==> src/rtl/sfe_pkg.sv <==
package sfe_pkg;
  typedef enum logic [1:0] {PH_IDLE, PH_SOF, PH_DATA, PH_EOF} phase_e;

  typedef struct packed {
    logic load;   // capture count and data, restart slot timer
    logic run;    // frame active: count carrier enables
    logic shift;  // move to the next data bit
  } strobe_t;

  localparam logic [7:0] SOF_CHIPS = 8'h1D;
  localparam logic [7:0] EOF_CHIPS = 8'hB8;
endpackage

==> src/rtl/sfe_datapath.sv <==
module sfe_datapath
  import sfe_pkg::*;
#(
  parameter int SUB_HALF = 32,
  parameter int PULSES   = 8,
  parameter int MAX_BITS = 32,
  localparam int CNT_W   = $clog2(MAX_BITS + 1)
) (
  input  logic                clk,
  input  logic                rstN,
  input  logic                carrierTick,
  input  strobe_t             strb,
  input  logic [CNT_W-1:0]    inCount,
  input  logic [MAX_BITS-1:0] inData,
  input  logic                chipVal,
  output logic                chipEnd,
  output logic                curBit,
  output logic                lastBit,
  output logic                modOut
);
  localparam int CHIP_TICKS = 2 * SUB_HALF * PULSES;
  localparam int TICK_W     = $clog2(CHIP_TICKS);
  localparam int HALF_W     = $clog2(SUB_HALF);

  logic [TICK_W-1:0]   tickCnt;
  logic [MAX_BITS-1:0] dataReg;
  logic [CNT_W-1:0]    bitsLeft;
  logic [CNT_W-1:0]    clampCount;
  logic                subHigh;

  assign clampCount = (inCount > CNT_W'(MAX_BITS)) ? CNT_W'(MAX_BITS) : inCount;
  assign chipEnd    = strb.run && carrierTick && (tickCnt == TICK_W'(CHIP_TICKS - 1));
  assign subHigh    = ~tickCnt[HALF_W];
  assign curBit     = dataReg[0];
  assign lastBit    = (bitsLeft == CNT_W'(1));
  assign modOut     = strb.run & chipVal & subHigh;

  always_ff @(posedge clk) begin
    if (!rstN) begin
      tickCnt <= '0;
    end else if (strb.load) begin
      tickCnt <= '0;
    end else if (strb.run && carrierTick) begin
      tickCnt <= chipEnd ? '0 : tickCnt + 1'b1;
    end
  end

  always_ff @(posedge clk) begin
    if (!rstN) begin
      dataReg  <= '0;
      bitsLeft <= '0;
    end else if (strb.load) begin
      dataReg  <= inData;
      bitsLeft <= clampCount;
    end else if (strb.shift) begin
      dataReg  <= dataReg >> 1;
      bitsLeft <= bitsLeft - 1'b1;
    end
  end
endmodule

==> src/rtl/sfe_control.sv <==
module sfe_control
  import sfe_pkg::*;
#(
  parameter int CNT_W = 6
) (
  input  logic             clk,
  input  logic             rstN,
  input  logic             inValid,
  input  logic [CNT_W-1:0] inCount,
  input  logic             chipEnd,
  input  logic             curBit,
  input  logic             lastBit,
  output logic             inReady,
  output logic             busy,
  output strobe_t          strb,
  output logic             chipVal
);
  phase_e     phase;
  logic [2:0] patIdx;
  logic       secondHalf;

  assign inReady    = (phase == PH_IDLE);
  assign busy       = (phase != PH_IDLE);
  assign strb.load  = inValid && inReady && (inCount != '0);
  assign strb.run   = busy;
  assign strb.shift = (phase == PH_DATA) && chipEnd && secondHalf && !lastBit;

  always_comb begin
    case (phase)
      PH_SOF:  chipVal = SOF_CHIPS[3'd7 - patIdx];
      PH_DATA: chipVal = secondHalf ? curBit : !curBit;
      PH_EOF:  chipVal = EOF_CHIPS[3'd7 - patIdx];
      default: chipVal = 1'b0;
    endcase
  end

  always_ff @(posedge clk) begin
    if (!rstN) begin
      phase      <= PH_IDLE;
      patIdx     <= '0;
      secondHalf <= 1'b0;
    end else begin
      case (phase)
        PH_IDLE: if (strb.load) begin
          phase  <= PH_SOF;
          patIdx <= '0;
        end
        PH_SOF: if (chipEnd) begin
          patIdx <= patIdx + 1'b1;
          if (patIdx == 3'd7) begin
            phase      <= PH_DATA;
            secondHalf <= 1'b0;
          end
        end
        PH_DATA: if (chipEnd) begin
          secondHalf <= !secondHalf;
          if (secondHalf && lastBit) begin
            phase  <= PH_EOF;
            patIdx <= '0;
          end
        end
        PH_EOF: if (chipEnd) begin
          patIdx <= patIdx + 1'b1;
          if (patIdx == 3'd7) phase <= PH_IDLE;
        end
        default: phase <= PH_IDLE;
      endcase
    end
  end
endmodule

==> src/rtl/sfe_top.sv <==
module sfe_top
  import sfe_pkg::*;
#(
  parameter int SUB_HALF = 32,
  parameter int PULSES   = 8,
  parameter int MAX_BITS = 32
) (
  input  logic                             clk,
  input  logic                             rstN,
  input  logic                             carrierTick,
  input  logic                             inValid,
  output logic                             inReady,
  input  logic [$clog2(MAX_BITS+1)-1:0]    inCount,
  input  logic [MAX_BITS-1:0]              inData,
  output logic                             modOut,
  output logic                             busy
);
  localparam int CNT_W = $clog2(MAX_BITS + 1);

  strobe_t strb;
  logic    chipEnd, curBit, lastBit, chipVal;

  sfe_control #(.CNT_W(CNT_W)) u_control (
    .clk(clk), .rstN(rstN), .inValid(inValid), .inCount(inCount),
    .chipEnd(chipEnd), .curBit(curBit), .lastBit(lastBit),
    .inReady(inReady), .busy(busy), .strb(strb), .chipVal(chipVal)
  );

  sfe_datapath #(.SUB_HALF(SUB_HALF), .PULSES(PULSES), .MAX_BITS(MAX_BITS)) u_datapath (
    .clk(clk), .rstN(rstN), .carrierTick(carrierTick), .strb(strb),
    .inCount(inCount), .inData(inData), .chipVal(chipVal),
    .chipEnd(chipEnd), .curBit(curBit), .lastBit(lastBit), .modOut(modOut)
  );
endmodule

==> config.mk <==
export PLATFORM = sky130hd
export DESIGN_NAME = sfe_top
export DESIGN_NICKNAME = d
export VERILOG_FILES = /design/src/rtl/sfe_pkg.sv /design/src/rtl/sfe_datapath.sv /design/src/rtl/sfe_control.sv /design/src/rtl/sfe_top.sv
export SDC_FILE = /design/constraint.sdc
export NUM_CORES = 1
export LEC_CHECK = 0
export BUFFER_PORTS_ARGS = -buffer_cell sky130_fd_sc_hd__buf_2
export CORE_MARGIN = 8
export CORE_UTILIZATION = 45
export DETAILED_ROUTE_END_ITERATION = 10
export PLACE_DENSITY = 0.75
export SYNTH_ARGS = -nofsm -noshare
export SYNTH_HDL_FRONTEND = slang
export SYNTH_SLANG_ARGS = --single-unit
==> constraint.sdc <==
create_clock -name clk -period 4.5 [get_ports clk]
set_input_delay 1.125 -clock clk [delete_from_list [all_inputs] [get_ports clk]]
set_output_delay 1.125 -clock clk [all_outputs]
set_load 0.02 [all_outputs]
==> results.py <==
metrics = {
    "timing": {
        "whs_ps": 471,
        "hold_viol_final": 0,
        "maxSlewHeadroom": 0.306,
        "drv_slew": 0,
        "tightest_slew_ps": 1040,
        "tns_ps": 0,
        "timing.final.crit_share": 0.630,
        "rsz0062_at_grt": "false",
        "final.setup_skew_ps": 7.43,
        "fin_crit_ps": 2830,
        "setup_violations": 0,
        "fmax_ghz": 0.353,
    },
    "yosys": {
        "synth_nets": 365,
        "synth_cells": 313,
        "ys_seq_area_frac": 0.394,
        "syn_area_um2": 2690,
        "ys_seq_elements": 53,
        "ys_async_sr_fraction": 0,
        "syn-mean-instance-area_um2": 8.59,
        "yosys_warnings": 0,
        "ys_types": 51,
        "synth-edff-count": 0,
        "synthFlopType": "dfxtp_1",
    },
    "placed_design": {
        "place.gp.congestion": 0.834,
        "dp_hpwl_um": 4170,
        "io_buffers": 44,
    },
    "critical_path": {
        "cp-end-kind": "flop",
        "crit_end": "u_datapath.dataReg[22]",
        "start_kind": "input port",
        "crit_fanout": 32,
        "crit_arrival_ps": 3070,
        "crit_start": "inCount[1]",
        "worstPathRequired_ps": 4740,
        "rr_worst_depth": 6,
        "r2r-start": "u_control.phase[0]",
        "r2r_slack_ps": 1890,
        "worstSetupPathType": "in -> reg",
        "reg2reg_to": "u_datapath.bitsLeft[4]",
    },
    "cts": {
        "cts_setup_buffers": 0,
        "clock_sinks": 53,
        "clock_latency_ps": 310,
        "clockBufferDepth": 2,
        "cts_root_buf": "clkbuf_8",
        "clkTransAtPathRegs_ps": 100,
        "tritoncts": "done",
        "cts_max_level": 2,
        "ctsResizeCount": 0,
        "cts_hold_buffers": 0,
        "cts_buffers": 5,
    },
    "floorplan": {
        "design.core.area_um2": 5850,
        "die_x_um": 93.3,
        "initial_core_util": 0.460,
        "row_count": 28,
        "dieArea_um2": 8710,
        "die_y_um": 93.3,
        "ioPinCount": 45,
    },
    "power_and_ir_drop": {
        "p_sw_uw": 482,
        "ir_worst_vdd_v": 0.000234,
        "internal_power_uw": 899,
        "p_clk_frac": 0.236,
        "combPwrFrac": 0.334,
        "power.density_nw_per_um2": 463,
        "leakage_uw": 0.00112,
        "p_sw_frac": 0.349,
        "pwr-share-seq": 0.430,
    },
    "layout": {
        "drive_above_1_share": 0.186,
        "fin_util": 0.510,
        "area_delta_synth_final_pct": 10.9,
        "diodes": 0,
        "nNetsFinal": 395,
    },
    "global_route": {
        "met2_usage": 0.234,
        "grt_pass1_vias": 2346,
        "grt_max_degree": 37,
        "overflow": 0,
        "top_usage_layer": "met2",
        "grt_use_total": 0.137,
        "grt_use_met1": 0.163,
        "grt_pass1_wl_um": 10000,
        "antenna_found_initial": 0,
        "met3_usage": 0.0361,
    },
    "worst_hold_path": {
        "hold_class": "reg -> reg",
        "holdCritStartpoint": "u_datapath.dataReg[31]",
    },
    "routing": {
        "dr.pass1.iters": 5,
        "drt-total-wl_um": 5890,
        "drt_drc_violations_left": 0,
        "ant_nets": 0,
        "viasPerCell": 5.64,
        "dr_total_vias": 2365,
        "wire_per_inst_um": 14.1,
        "drt_iter0_markers": 133,
    },
    "job": {
        "max_cap_violations": 0,
    },
    "outcome": {
        "status": "finished, final reports clean",
    },
}
## Yosys cell counts, drive strengths merged, types with 2 or more instances
cell type	instances	area share
dfxtp	53	0.39
nand2	36	0.050
nand3	34	0.065
a21oi	30	0.056
a22oi	24	0.067
buf	12	0.037
clkbuf	12	0.025
o21ai	12	0.022
a31oi	10	0.023
ha	10	0.047
inv	10	0.014
nor2	10	0.014
mux2i	6	0.022
nand4	5	0.012
xnor2	5	0.016
nor3	4	0.0074
xor2	4	0.013
a211oi	3	0.010
and3	3	0.0070
nor2b	3	0.0070
nor3b	3	0.0084
a2bb2oi	2	0.0065
o221a	2	0.0084
o221ai	2	0.0065
o22a	2	0.0070
o31ai	2	0.011
or4	2	0.0070
## flip-flops by register name (all words and copies together) (netlist names)
name and flops:
u_datapath.dataReg 32, u_datapath.tickCnt 9, u_control.phase 2, u_datapath.bitsLeft 6, u_control.secondHalf 1, u_control.patIdx 3
## cells by family after synthesis
family                   synth area share
AND/OR/NAND/NOR                     0.187
AO/OA/AOI/OAI                       0.245
flip-flops                          0.394
buffers and inverters              0.0753
adder cells (fa/ha/maj)            0.0465
XOR/XNOR                           0.0293
multiplexers                       0.0223
## worst min path at each step
stage                                  end  cells after the start
floorplan            u_datapath.tickCnt[8]                      2
global placement     u_datapath.tickCnt[8]                      2
detailed placement   u_datapath.tickCnt[8]                      2
CTS                  u_datapath.tickCnt[8]                      2
global route         u_datapath.tickCnt[8]                      2
finish              u_datapath.dataReg[31]                      2
## final cells by class
| type | instances | area [um^2] |
|---|---|---|
| inverter | 10 | 37.5 |
| sequential | 53 | 1060 |
| multi-input combinational | 226 | 1430 |
| clock inverter | 3 | 46.3 |
| clock buffer | 5 | 68.8 |
| tap | 75 | 93.8 |
| fill | 550 | 2870 |
| timing repair buffer | 47 | 243 |
## through the flow
stage | total power (uW) | cells | setup WS, ps | cell area (um^2)
floorplan | 1000 | 313 | 1890 | 2690
global placement | 1060 | 411 | 1390 | 2870
detailed placement | 1070 | 411 | 1360 | 2870
CTS | 1390 | 419 | 1670 | 2980
global route | 1470 | 419 | 1550 | 2980
finish | 1380 | 419 | 1670 | 2980
## power groups by stage
stage | clock [uW] | sequential [uW] | combinational (uW)
after floorplan | 0 | 592 | 413
after global placement | 0 | 601 | 456
after detailed placement | 0 | 603 | 463
after CTS | 333 | 594 | 466
after global routing | 348 | 605 | 516
final | 326 | 594 | 461
## worst max-delay path: stages
cell,delay [ps]
buf_2,110
or4_4,570
o31ai_4,510
buf_4,430
nand3_1,140
a21oi_1,160
## metal layers
| metal | share of wire | vias up |
|---|---|---|
| met5 | 0 | - |
| met3 | 0.059 | 7 |
| met1 | 0.46 | 1102 |
| met4 | 0.013 | 0 |
| li1 | - | 1204 |
| met2 | 0.47 | 52 |
## cell usage in the layout (no fill, tap or decap), drive strengths merged, types with 2 or more instances in the layout
| cell | instances |
|---|---|
| a211oi | 3 |
| a21oi | 30 |
| a22oi | 24 |
| a2bb2oi | 2 |
| a31oi | 10 |
| and3 | 3 |
| buf | 47 |
| clkbuf | 5 |
| dfxtp | 53 |
| ha | 10 |
| inv | 10 |
| mux2i | 6 |
| nand2 | 36 |
| nand3 | 34 |
| nand4 | 5 |
| nor2 | 10 |
| nor2b | 3 |
| nor3 | 4 |
| nor3b | 3 |
| o21ai | 12 |
| o221a | 2 |
| o221ai | 2 |
| o22a | 2 |
| o31ai | 2 |
| or4 | 2 |
| xnor2 | 5 |
| xor2 | 4 |
No activity file was read; power rests on OpenSTA's default activity.
